===== src/rtl/pwmb_pkg.sv =====
package pwmb_pkg;
  localparam int unsigned SLOTS  = 2;
  localparam int unsigned ADDR_W = 3;

  typedef enum logic [ADDR_W-1:0] {
    ADR_ACT_A  = 3'd0,
    ADR_ACT_B  = 3'd1,
    ADR_SHD_A  = 3'd2,
    ADR_SHD_B  = 3'd3,
    ADR_MODE   = 3'd4
  } reg_addr_e;

  typedef struct packed {
    logic reload_on_clear;
    logic shadow_b_en;
    logic shadow_a_en;
  } mode_t;
endpackage


===== src/rtl/pwmb_counter.sv =====
module pwmb_counter #(
  parameter int unsigned W = 16
) (
  input  logic         clk,
  input  logic         rst_n,
  input  logic         step,
  input  logic [W-1:0] limit,
  output logic [W-1:0] cnt,
  output logic         wrap
);
  assign wrap = step && (cnt == limit);

  always_ff @(posedge clk) begin
    if (!rst_n)        cnt <= '0;
    else if (step)     cnt <= wrap ? '0 : cnt + 1'b1;
  end

  a_r2_clear_at_limit: assert property (@(posedge clk) disable iff (!rst_n)
    (step && cnt == limit) |=> (cnt == '0));
  a_r2_count_up: assert property (@(posedge clk) disable iff (!rst_n)
    (step && cnt != limit) |=> (cnt == $past(cnt) + 1'b1));
  a_r5_hold: assert property (@(posedge clk) disable iff (!rst_n)
    !step |=> $stable(cnt));
endmodule


===== src/rtl/pwmb_slot.sv =====
module pwmb_slot #(
  parameter int unsigned W = 16
) (
  input  logic         clk,
  input  logic         rst_n,
  input  logic         wr_act,
  input  logic         wr_shd,
  input  logic [W-1:0] wdata,
  input  logic         shd_en,
  input  logic         xfer,
  output logic [W-1:0] act,
  output logic [W-1:0] shd
);
  always_ff @(posedge clk) begin
    if (!rst_n)                 act <= '1;
    else if (shd_en && xfer)    act <= shd;
    else if (wr_act && !shd_en) act <= wdata;
  end

  always_ff @(posedge clk) begin
    if (!rst_n)      shd <= '1;
    else if (wr_shd) shd <= wdata;
  end

  a_r9_locked_active: assert property (@(posedge clk) disable iff (!rst_n)
    (shd_en && !xfer) |=> $stable(act));
  a_r7_copy: assert property (@(posedge clk) disable iff (!rst_n)
    (shd_en && xfer) |=> (act == $past(shd)));
  a_r10_direct: assert property (@(posedge clk) disable iff (!rst_n)
    (!shd_en && wr_act) |=> (act == $past(wdata)));
endmodule


===== src/rtl/pwmb_pin.sv =====
module pwmb_pin (
  input  logic clk,
  input  logic rst_n,
  input  logic set_i,
  input  logic clr_i,
  output logic pin_o
);
  always_ff @(posedge clk) begin
    if (!rst_n)     pin_o <= 1'b0;
    else if (clr_i) pin_o <= 1'b0;
    else if (set_i) pin_o <= 1'b1;
  end

  a_r4_clear_wins: assert property (@(posedge clk) disable iff (!rst_n)
    clr_i |=> !pin_o);
  a_r3_set: assert property (@(posedge clk) disable iff (!rst_n)
    (set_i && !clr_i) |=> pin_o);
  a_r5_pin_hold: assert property (@(posedge clk) disable iff (!rst_n)
    !(set_i || clr_i) |=> $stable(pin_o));
endmodule


===== src/rtl/pwm_bufcmp_chan.sv =====
module pwm_bufcmp_chan
  import pwmb_pkg::*;
#(
  parameter int unsigned CNT_W = 16
) (
  input  logic              clk,
  input  logic              rst_n,
  input  logic              wr_en,
  input  logic [ADDR_W-1:0] wr_addr,
  input  logic [CNT_W-1:0]  wr_data,
  input  logic              run,
  input  logic              tick,
  output logic              pwm_o
);
  localparam int unsigned SHD_BASE = int'(ADR_SHD_A);

  mode_t            mode_q;
  logic             step;
  logic             wrap;
  logic             hit_a;
  logic [CNT_W-1:0] cnt;
  logic [CNT_W-1:0] act   [SLOTS];
  logic [CNT_W-1:0] shd   [SLOTS];
  logic             shd_en[SLOTS];
  logic             xfer  [SLOTS];

  assign step  = run && tick;
  assign hit_a = step && (cnt == act[0]) && !wrap;

  always_ff @(posedge clk) begin
    if (!rst_n)                              mode_q <= '0;
    else if (wr_en && wr_addr == ADR_MODE)   mode_q <= mode_t'(wr_data[$bits(mode_t)-1:0]);
  end

  assign shd_en[0] = mode_q.shadow_a_en;
  assign shd_en[1] = mode_q.shadow_b_en;
  assign xfer[0]   = mode_q.reload_on_clear ? wrap : hit_a;
  assign xfer[1]   = wrap;

  pwmb_counter #(.W(CNT_W)) u_cnt (
    .clk   (clk),
    .rst_n (rst_n),
    .step  (step),
    .limit (act[1]),
    .cnt   (cnt),
    .wrap  (wrap)
  );

  for (genvar i = 0; i < SLOTS; i++) begin : g_slot
    logic sel_act, sel_shd;
    assign sel_act = wr_en && (wr_addr == ADDR_W'(i));
    assign sel_shd = wr_en && (wr_addr == ADDR_W'(SHD_BASE + i));
    pwmb_slot #(.W(CNT_W)) u_slot (
      .clk    (clk),
      .rst_n  (rst_n),
      .wr_act (sel_act),
      .wr_shd (sel_shd),
      .wdata  (wr_data),
      .shd_en (shd_en[i]),
      .xfer   (xfer[i]),
      .act    (act[i]),
      .shd    (shd[i])
    );
  end

  pwmb_pin u_pin (
    .clk   (clk),
    .rst_n (rst_n),
    .set_i (hit_a),
    .clr_i (wrap),
    .pin_o (pwm_o)
  );

  a_r8_no_copy_without_hit: assert property (@(posedge clk) disable iff (!rst_n)
    (mode_q.shadow_a_en && !mode_q.reload_on_clear && !hit_a) |=> $stable(act[0]));
  a_r7_copy_on_clear: assert property (@(posedge clk) disable iff (!rst_n)
    (mode_q.shadow_a_en && mode_q.reload_on_clear && wrap) |=> (act[0] == $past(shd[0])));
  a_r1_reset_pin: assert property (@(posedge clk) !rst_n |=> !pwm_o);
endmodule


===== config.mk =====
export PLATFORM = sky130hd
export DESIGN_NAME = pwm_bufcmp_chan
export DESIGN_NICKNAME = d
export VERILOG_FILES = /design/src/rtl/pwmb_pkg.sv /design/src/rtl/pwmb_counter.sv /design/src/rtl/pwmb_slot.sv /design/src/rtl/pwmb_pin.sv /design/src/rtl/pwm_bufcmp_chan.sv
export SDC_FILE = /design/constraint.sdc
export NUM_CORES = 1
export LEC_CHECK = 0
export ABC_AREA = 1
export BUFFER_PORTS_ARGS = -buffer_cell sky130_fd_sc_hd__buf_4
export CORE_UTILIZATION = 52
export CTS_BUF_LIST = sky130_fd_sc_hd__clkbuf_4 sky130_fd_sc_hd__clkbuf_8 sky130_fd_sc_hd__clkbuf_16
export DETAILED_ROUTE_END_ITERATION = 10
export PLACE_DENSITY_LB_ADDON = 0.25
export SYNTH_ARGS = -nofsm -noshare
export SYNTH_HDL_FRONTEND = slang
export SYNTH_SLANG_ARGS = --single-unit

===== constraint.sdc =====
create_clock -name clk -period 2.4 [get_ports clk]
set_input_delay 0.12 -clock clk [delete_from_list [all_inputs] [get_ports clk]]
set_output_delay 0.12 -clock clk [all_outputs]
set_load 0.02 [all_outputs]

Word-level counts from Yosys, hierarchy flattened. Cells that the tools add are included. Widths: inputs -> output; s select.

Flip-flop bits (word level): 84. Bits in latches: 0. Memory bits (writable): 0. Bits in read-only memories: 0. Memories kept: 0.

Add/subtract/negate cells: 1. $mul: 0. Div/mod/pow operators: 0. $lt $le $gt $ge: 0. Eq/ne operators: 6. Shifts and indexed selects: 0. Muxes and demuxes: 6. Bitwise logic cells: 1. Reduce and logical (&&, ||, !) cells: 20.

Operator list (count): $mux 16 (5); $eq 16x16->1 (2); $add 16x1->16 const B (1); $logic_and 1x1->1 (13); $eq 3x2->1 const B (2); $reduce_bool 2->1 (2); $eq 3x1->1 const B (1); $eq 3x3->1 const B (1); $logic_not 1->1 (3); $logic_not 3->1 (1); $reduce_or 2->1 (1); $mux 1 (1); $not 1->1 (1).

Longest topological paths before layout. Gate-level depths: netlist (run 1).

Word-level depth: 7. Mapped depth: 15.

Modules after synthesis. Synthesis (run 1) repeated with hierarchy kept, for this count alone.

Cells, all modules: 703. Area, all modules: 4718.3 um^2.

Modules (own cells, without submodules): pwmb_slot (times used 2, cells each 196, area each 1516.5 um^2, seq. area each 640.6 um^2); pwmb_counter (times used 1, cells each 202, area each 1166.1 um^2, seq. area each 320.3 um^2); pwm_bufcmp_chan (times used 1, cells each 104, area each 484.2 um^2, seq. area each 60.1 um^2); pwmb_pin (times used 1, cells each 5, area each 35.0 um^2, seq. area each 20.0 um^2).

Worst setup path after synthesis (run 1). No wires, ideal clock.

Kind: reg-to-reg. Start point: reg u_cnt.cnt[6]. End point: reg g_slot[0].u_slot.act[10]. Library setup time: 134 ps. Data arrival time: 1544 ps. Data required time: 2266 ps. Path slack: 722 ps. Cell stages (with the launch flop): 11. Path buffers: 2. Clock period less this slack: 1678 ps. Cells stage by stage: dfxtp_1 buf_2 xnor2_1 nand2_1 nor2_1 nand3_2 a21oi_4 nand2_4 buf_6 nand3_2 nand3_1.

Longest elaborated chain between the ends: 7. Elaborated cells between the ends (all ways): 10. Classes of those cells: 2 x eq/ne; 2 x mux; 6 x reduce/logical.

Ends and longest elaborated chain: from (decl) (line pwmb_counter.sv:8) `output logic [W-1:0] cnt,`; from (signal assigned) (line pwmb_counter.sv:15) `else if (step) cnt <= wrap ? '0 : cnt + 1'b1;`; $eq 16x16->1 (line pwmb_counter.sv:11) `assign wrap = step && (cnt == limit);`; $logic_and 1x1->1 (line pwmb_counter.sv:11); $logic_not 1->1 (line pwm_bufcmp_chan.sv:28) `assign hit_a = step && (cnt == act[0]) && !wrap;`; $logic_and 1x1->1 (line pwm_bufcmp_chan.sv:28); $mux 1 (*) (line pwm_bufcmp_chan.sv:37) `assign xfer[0] = mode_q.reload_on_clear ? wrap : hit_a;`; $logic_and 1x1->1 (*) (line pwmb_slot.sv:16) `else if (shd_en && xfer) act <= shd;`; $mux 16 / $reduce_bool 2->1 (equally long branches); to (signal assigned) (line pwmb_slot.sv:17) `else if (wr_act && !shd_en) act <= wdata;`; to (decl) (line pwmb_slot.sv:11) `output logic [W-1:0] act,`.

Mark *: on every way between the ends. The rest lies on a longest branch, timed or not. A chain may end at the register's enable or synchronous reset.

Final worst setup path (run 1).
Start point: reg u_cnt.cnt[10]. End point: reg g_slot[0].u_slot.act[5].

Same word-level chain as after synthesis.

==> results of run 1 <==
==> through the flow <==
stage / instances / cell area, sq um / worst slack [ns]
6_report: 776 / 4820 / 0.317
5_1_grt: 775 / 4820 / 0.107
4_1_cts: 775 / 4820 / 0.304
3_5_place_dp: 753 / 4560 / 0.431
3_3_place_gp: 753 / 4560 / 0.454
2_1_floorplan: 650 / 4320 / 0.722
==> power groups by stage <==
stage          registers [uW]  clock network (uW)  logic (uW)
2_1_floorplan            1490                   0         143
3_3_place_gp             1500                   0         213
3_5_place_dp             1500                   0         219
4_1_cts                  1460                1080         230
5_1_grt                  1470                1130         259
6_report                 1460                1060         230
==> area by class of cell <==
| cell class | count | share of cell area (%) |
|---|---|---|
| clock inverters | 5 | 1.27 |
| clock buffers | 11 | 3.01 |
| well taps | 102 | 2.65 |
| repair buffers | 38 | 6.48 |
| flip-flops and latches | 84 | 34.9 |
| diodes | 1 | 0.0519 |
| inverters | 76 | 5.91 |
| multi-input cells | 459 | 45.8 |
==> registers in the layout, indices dropped and copies added (netlist names) <==
signal and flops:
u_cnt.cnt 16, g_slot.u_slot.shd 32, u_pin.pin_o 1, g_slot.u_slot.act 32, mode_q 3
==> cells by family (layout without fill, tap and decap cells) <==
group                    after synthesis  in the layout  share of synthesized area (%)
XOR/XNOR                              12             12                           2.43
other                                  0              1                              0
flip-flops                            84             84                           38.9
AO/OA/AOI/OAI                         47             47                           6.86
adder cells (fa/ha/maj)                1              1                          0.289
buffers and inverters                107            130                           10.1
AND/OR/NAND/NOR                      399            399                           41.4
==> layer usage <==
metal / part of all wire [%] / vias up / track usage, %
met5: 0 / - / 0
met4: 1.5 / 0 / 8.97
met3: 5.8 / 16 / 4.47
met2: 47 / 122 / 42.4
met1: 46 / 1858 / 35.2
li1: - / 2114 / -
==> worst min-delay path, delay by kind of cell <==
kind          cells  cell delay [ns]
buf+inv           1             0.10
simple gates      2             0.12
==> final timing paths <==
kind              slack, ns                  endpoint  cells past startpoint                     start
setup / recovery       0.32   g_slot[0].u_slot.act[5]                     13             u_cnt.cnt[10]
hold / removal        0.003   g_slot[1].u_slot.shd[5]                      3                wr_data[5]
hold reg to reg        0.46  g_slot[1].u_slot.shd[15]                      2  g_slot[1].u_slot.shd[15]
setup reg to reg       0.32   g_slot[0].u_slot.act[5]                     13             u_cnt.cnt[10]
==> cell usage in the layout, fill, tap and decap left out, types with 5 or more instances in the layout <==
cell,n
sky130_fd_sc_hd__xnor2_1,8
sky130_fd_sc_hd__buf_4,31
sky130_fd_sc_hd__nor3_1,9
sky130_fd_sc_hd__nand3_1,95
sky130_fd_sc_hd__nor2_1,40
sky130_fd_sc_hd__nand4_1,10
sky130_fd_sc_hd__nand2_1,220
sky130_fd_sc_hd__dfxtp_1,84
sky130_fd_sc_hd__inv_1,72
sky130_fd_sc_hd__a21oi_1,5
sky130_fd_sc_hd__clkbuf_8,10
sky130_fd_sc_hd__dlygate4sd3_1,6
sky130_fd_sc_hd__nand3_2,11
sky130_fd_sc_hd__o21ai_0,20
sky130_fd_sc_hd__o211ai_1,16
==> key figures, run 1 <==
Cells and area
  • Storage element area: about 0.0017 sq mm
  • Area taken by multi-input logic gates: ~0.0022 sq mm
  • Synth-to-layout area growth: 11.6%
  • Fin nets: 693
  • Fraction of layout instances using a drive strength above 1: between 10% and 20%
  • Core Util, Final: around three fifths
  • Number of fill cells in the layout: between 700 and 800

Pwr
  • Worst VDD drop: 382 uV
  • Combinational fraction of design power: under 10%
  • Power dissipated by switching net loads: around 700 uW
  • Share of total power consumed by net switching: around 25%
  • Share of total power in the clock network: about two fifths
  • Pwr per Cell Area: between 500 and 600 mW/mm^2
  • Lkg Pwr: about 0.0026 uW
  • Flop pwr share: 53.2%
  • Total power of the final layout: 2750 uW
  • Pint: ~2100 uW

Synth
  • Cell area after synthesis: between 0.004 and 0.005 sq mm
  • Yosys warns: 0
  • Cell type with the highest aggregate area in the netlist: sky130_fd_sc_hd__dfxtp_1
  • FFs w/ async S/R, synth: 0%
  • Top FF cell, synth: sky130_fd_sc_hd__dfxtp_1
  • Post-synthesis instance total: 650
  • Flip-flop and latch count after synthesis: 84
  • Total nets after synthesis: between 600 and 700
  • Count of cell types in the netlist: 31
  • Sequential-to-total area share from yosys stat: roughly 39%
  • Dominant cell by count in the synthesized netlist: sky130_fd_sc_hd__nand2_1
  • Number of flops mapped to enable cells by yosys: 0
  • Synth cell count leaders: sky130_fd_sc_hd__nand2_1, sky130_fd_sc_hd__nand3_1, sky130_fd_sc_hd__dfxtp_1
  • Cell types with the largest area share after synthesis: sky130_fd_sc_hd__dfxtp_1, sky130_fd_sc_hd__nand2_1, sky130_fd_sc_hd__nand3_1
  • Post-synthesis average cell area: between 6 and 7 sq um
  • Yosys top cell area share: between 30% and 40%

Floorplan
  • Io pins: 25
  • Die height: ~93 um
  • Standard cell core area: slightly below 0.008 sq mm
  • Width of the die: approximately 93 um
  • Starting utilization of the core area: around 55%
  • Number of core rows: 32
  • DIE AREA: approximately 0.0087 sq mm

Clock network
  • H-tree depth reported by CTS: 3
  • Clock tree from TritonCTS: built
  • Max Root-Sink Buffers: 2
  • Number of buffers inserted for hold repair after clock tree synthesis: 6
  • Clock net sink count: 84
  • Clock Tree Root: sky130_fd_sc_hd__clkbuf_8
  • Post CTS Setup Buffer Count: 0
  • Clock latency of the later-clocked register in the worst-skew pair: about 0.36 ns
  • Number of gates resized after CTS: 0
  • Clock transition at the registers of the reported paths: 0.09 ns
  • Cts bufs inserted: 9

Timing
  • Slew at the pin with the worst max-slew slack: around 0.68 ns
  • Worst max-slew margin expressed relative to the limit: between 50% and 60%
  • Top achievable clock speed: about 480 MHz
  • TNS Setup: 0 ns
  • Setup repair after global routing missed its margin: false
  • Tcrit/Tclk final: between 80 and 90%
  • Number of slew-limit violations in the final report: 0
  • Worst-case clock skew: 0.00770 ns
  • Final Hold Slack: roughly 0.003 ns
  • Min Clock Period, post-route: between 2 and 2.5 ns
  • Hold Fails Final Rpt: 0
  • Final setup violating endpoints: 0

Setup path
  • Critical path required time: ~2.6 ns
  • Most Frequent Cell on Critical Path: sky130_fd_sc_hd__nand2_1
  • Worst path max stage delay: 0.48 ns
  • Critical path capture point type: register
  • Largest driver fanout on the critical path: 32
  • Worst-path cell with the longest stage delay: sky130_fd_sc_hd__dfxtp_1
  • Crit path arrival time: ~2.3 ns
  • Critical-path cell list: inv_1, nand2_1, nand2_1, nor2_1, nand2_1, nor2_2, nand3_2, nand2_1, nand2_2, nand2_4, nand2_1, nand2_1, nand3_1
  • Crit Path Class: reg2reg
  • Setup crit start kind: register
  • Critical path buffer and inverter count: 1
  • Category of cells accounting for the largest share of critical-path delay: simple AND/OR/NAND/NOR gates

Drt
  • Post-detailed-route DRC marker count: 0
  • Number of detailed-routing iterations run before antenna repair: 5
  • Post-Route WL: 10,500 um
  • Count of vias placed by the detailed router: a little over 4,000
  • Via density per instance: between 5 and 6
  • DRT iter0 DRCs: 263
  • Count of antenna-violating nets left after detailed routing: 0
  • Wire length per cell after detailed routing: roughly 13 um

GRT
  • GRT Util Overall: about a quarter
  • Number of global-route vias before repair: 3,830
  • Maximum number of pins on one net before global-route repair: between 40 and 50
  • Antenna violations before repair: 0
  • Grt ovf: 0
  • First-pass GRT wire length: approximately 18,000 um

Place
  • Global placer's final weighted congestion: 0.922
  • Quantity of I/O buffers inserted on ports: 24
  • HPWL after detailed placement: between 7000 and 8000 um

Job
  • Maximum Capacitance Violations: 0

Min path
  • Path category of the worst min-delay check: in2reg

Run status
  • Run status: complete, no violations
(Power assumes the default switching activity.)
==> run 2: changes to the inputs <==
- REMOVE_ABC_BUFFERS: unset -> 1
==> key figures, run 2 (synthesized netlist as in run 1, its figures left out) <==
Run status
  • Run status: complete, no violations (unchanged)

Timing
  • Final setup violating endpoints: 0 (unchanged)
  • Number of slew-limit violations in the final report: 0 (unchanged)
  • Worst max-slew margin expressed relative to the limit: 52.8% (was 54.8%)
  • Tcrit/Tclk final: 84.7% (was 86.8%)
  • Final worst-path setup slack: 0.366 ns (was 0.317 ns)
  • Top achievable clock speed: 492 MHz (was 480 MHz)
  • Min Clock Period, post-route: 2.03 ns (was 2.08 ns)
  • Hold Fails Final Rpt: 0 (unchanged)
  • TNS Setup: 0 ns (unchanged)
  • Worst-case clock skew: 0.0107 ns (was 0.00770 ns)
  • Slew at the pin with the worst max-slew slack: 0.707 ns (was 0.677 ns)
  • Setup repair after global routing missed its margin: false (unchanged)

Drt
  • Via density per instance: 5.21 (was 5.30)
  • Wire length per cell after detailed routing: 13.2 um (was 13.5 um)
  • Post-detailed-route DRC marker count: 0 (unchanged)
  • Number of detailed-routing iterations run before antenna repair: 5 (unchanged)
  • Count of antenna-violating nets left after detailed routing: 0 (unchanged)
  • Post-Route WL: 10,300 um (was 10,500 um)
  • DRT iter0 DRCs: 228 (was 263)
  • Count of vias placed by the detailed router: 4,061 (was 4,110)

Setup path
  • Reg-to-reg critical path startpoint: u_cnt.cnt[10] (unchanged)
  • Critical path required time: 2.62 ns (about the same)
  • Largest driver fanout on the critical path: 33 (was 32)
  • FF-to-FF path depth: 10 (was 13)
  • Crit Path Class: reg2reg (unchanged)
  • Crit path arrival time: 2.26 ns (was 2.30 ns)
  • Reg2reg end: g_slot[1].u_slot.act[3] (was g_slot[0].u_slot.act[5])
  • Critical path capture point type: register (unchanged)
  • Internal reg-to-reg setup slack: 0.37 ns (was 0.32 ns)
  • Setup crit start kind: register (unchanged)

GRT
  • Number of global-route vias before repair: 3,805 (was 3,830)
  • Antenna violations before repair: 0 (unchanged)
  • GRT Util Overall: 25.8% (was 26.2%)
  • First-pass GRT wire length: 17,700 um (was 17,900 um)
  • Maximum number of pins on one net before global-route repair: 38 (was 49)
  • Grt ovf: 0 (unchanged)

Floorplan
  • Io pins: 25 (unchanged)
  • Standard cell core area: 0.00789 sq mm (unchanged)
  • Width of the die: 93.2 um (unchanged)
  • DIE AREA: 0.00868 sq mm (unchanged)
  • Die height: 93.2 um (unchanged)
  • Starting utilization of the core area: 54.8% (unchanged)
  • Number of core rows: 32 (unchanged)

Clock network
  • Clock latency of the later-clocked register in the worst-skew pair: 0.36 ns (about the same)
  • Max Root-Sink Buffers: 2 (unchanged)
  • Cts bufs inserted: 9 (unchanged)
  • Clock tree from TritonCTS: built (unchanged)
  • Clock transition at the registers of the reported paths: 0.09 ns (about the same)
  • Clock Tree Root: sky130_fd_sc_hd__clkbuf_8 (unchanged)
  • Clock net sink count: 84 (unchanged)
  • H-tree depth reported by CTS: 3 (unchanged)
  • Number of gates resized after CTS: 0 (unchanged)

Place
  • Placed cell count: 754 (was 753)
  • Global placer's final weighted congestion: 0.920 (was 0.922)
  • HPWL after detailed placement: 7200 um (was 7180 um)
  • Post-placement worst setup slack: 0.430 ns (was 0.431 ns)
  • Quantity of I/O buffers inserted on ports: 24 (unchanged)

Job
  • Maximum Capacitance Violations: 0 (unchanged)

Cells and area
  • Largest registers ranked by flip-flop count: g_slot.u_slot.act x32, g_slot.u_slot.shd x32, u_cnt.cnt x16 (unchanged)
  • Synth-to-layout area growth: 12.4% (was 11.6%)
  • Fraction of layout instances using a drive strength above 1: 11.1% (was 11.0%)
  • Fin nets: 697 (was 693)
  • Final std cells w/o fill: 779 (was 776)
  • Most frequent cells in the layout: sky130_fd_sc_hd__nand2_1, sky130_fd_sc_hd__nand3_1, sky130_fd_sc_hd__dfxtp_1 (unchanged)
  • Most common cell after layout, fill and taps aside: sky130_fd_sc_hd__nand2_1 (unchanged)
  • Core Util, Final: 61.6% (was 61.2%)
  • Inserted Diodes: 0 (was 1)

Pwr
  • Lkg Pwr: 0.00257 uW (was 0.00256 uW)
  • Pwr per Cell Area: 582 mW/mm^2 (was 570 mW/mm^2)
  • Worst VDD drop: 435 uV (was 382 uV)

Min path
  • Min-delay src: wr_data[3] (was wr_data[5])
  • Path category of the worst min-delay check: in2reg (unchanged)
  • Number of cells on the worst hold path: 3 (unchanged)
  • Worst Hold Path EP: g_slot[1].u_slot.shd[3] (was g_slot[1].u_slot.shd[5])
==> run 2: layer usage <==
layer / vias up / routed length (um) / GRT usage [%]
met4: 0 / 250 / 10.8
met3: 24 / 475 / 3.90
met1: 1816 / 5000 / 35.1
li1: 2117 / - / -
met2: 104 / 4580 / 40.9
met5: - / 0 / 0
==> run 2: power breakdown <==
group	switching [uW]	leakage (uW)	total (uW)	internal [uW]
sequential	29.8	0.000684	1460	1440
clock	532	0.000114	1130	601
combinational	135	0.00178	231	95.9
total	697	0.00257	2830	2130
==> run 2: cell type report <==
cell class | count | area (sq um)
Clock buffer | 10 | 131
Multi-Input combinational cell | 459 | 2210
Clock inverter | 6 | 87.6
Fill cell | 737 | 3030
Tap cell | 102 | 128
Sequential cell | 84 | 1680
Inverter | 76 | 285
Timing Repair Buffer | 42 | 338
==> run 2: per-stage QoR <==
step / instance area [sq um] / total power [uW] / hold slack (ns)
floorplan: 4170 / 1610 / 0.204
global placement: 4550 / 1710 / 0.359
detailed placement: 4550 / 1720 / 0.364
CTS: 4860 / 2840 / 0.000678
global route: 4860 / 2940 / 0.0151
finish: 4860 / 2830 / 0.00497
==> run 2: timing repair <==
item                      CTS  global route
hold buffers                9             0
setup buffers               0             0
hold endpoints to repair   10             0
==> run 2: worst max-delay path by stage <==
stage                              from                       end  slack (ns)
after floorplan           u_cnt.cnt[10]   g_slot[1].u_slot.act[0]        0.01
after global placement    u_cnt.cnt[10]   g_slot[1].u_slot.act[3]        0.44
after detailed placement  u_cnt.cnt[10]   g_slot[1].u_slot.act[3]        0.43
after CTS                 u_cnt.cnt[10]  g_slot[1].u_slot.act[14]        0.42
after global routing      u_cnt.cnt[10]   g_slot[0].u_slot.act[5]        0.19
final                     u_cnt.cnt[10]   g_slot[1].u_slot.act[3]        0.37
==> run 2: worst max-delay path, cell delays in order, from the launching register on <==
cell and delay (ns):
sky130_fd_sc_hd__dfxtp_1 0.49, sky130_fd_sc_hd__inv_1 0.10, sky130_fd_sc_hd__nand2_1 0.09, sky130_fd_sc_hd__nand2_1 0.05, sky130_fd_sc_hd__nor2_1 0.09, sky130_fd_sc_hd__nand2_1 0.07, sky130_fd_sc_hd__nor2_2 0.12, sky130_fd_sc_hd__nand4_1 0.13
sky130_fd_sc_hd__buf_4 0.27, sky130_fd_sc_hd__o21ai_0 0.38, sky130_fd_sc_hd__nand3_1 0.11
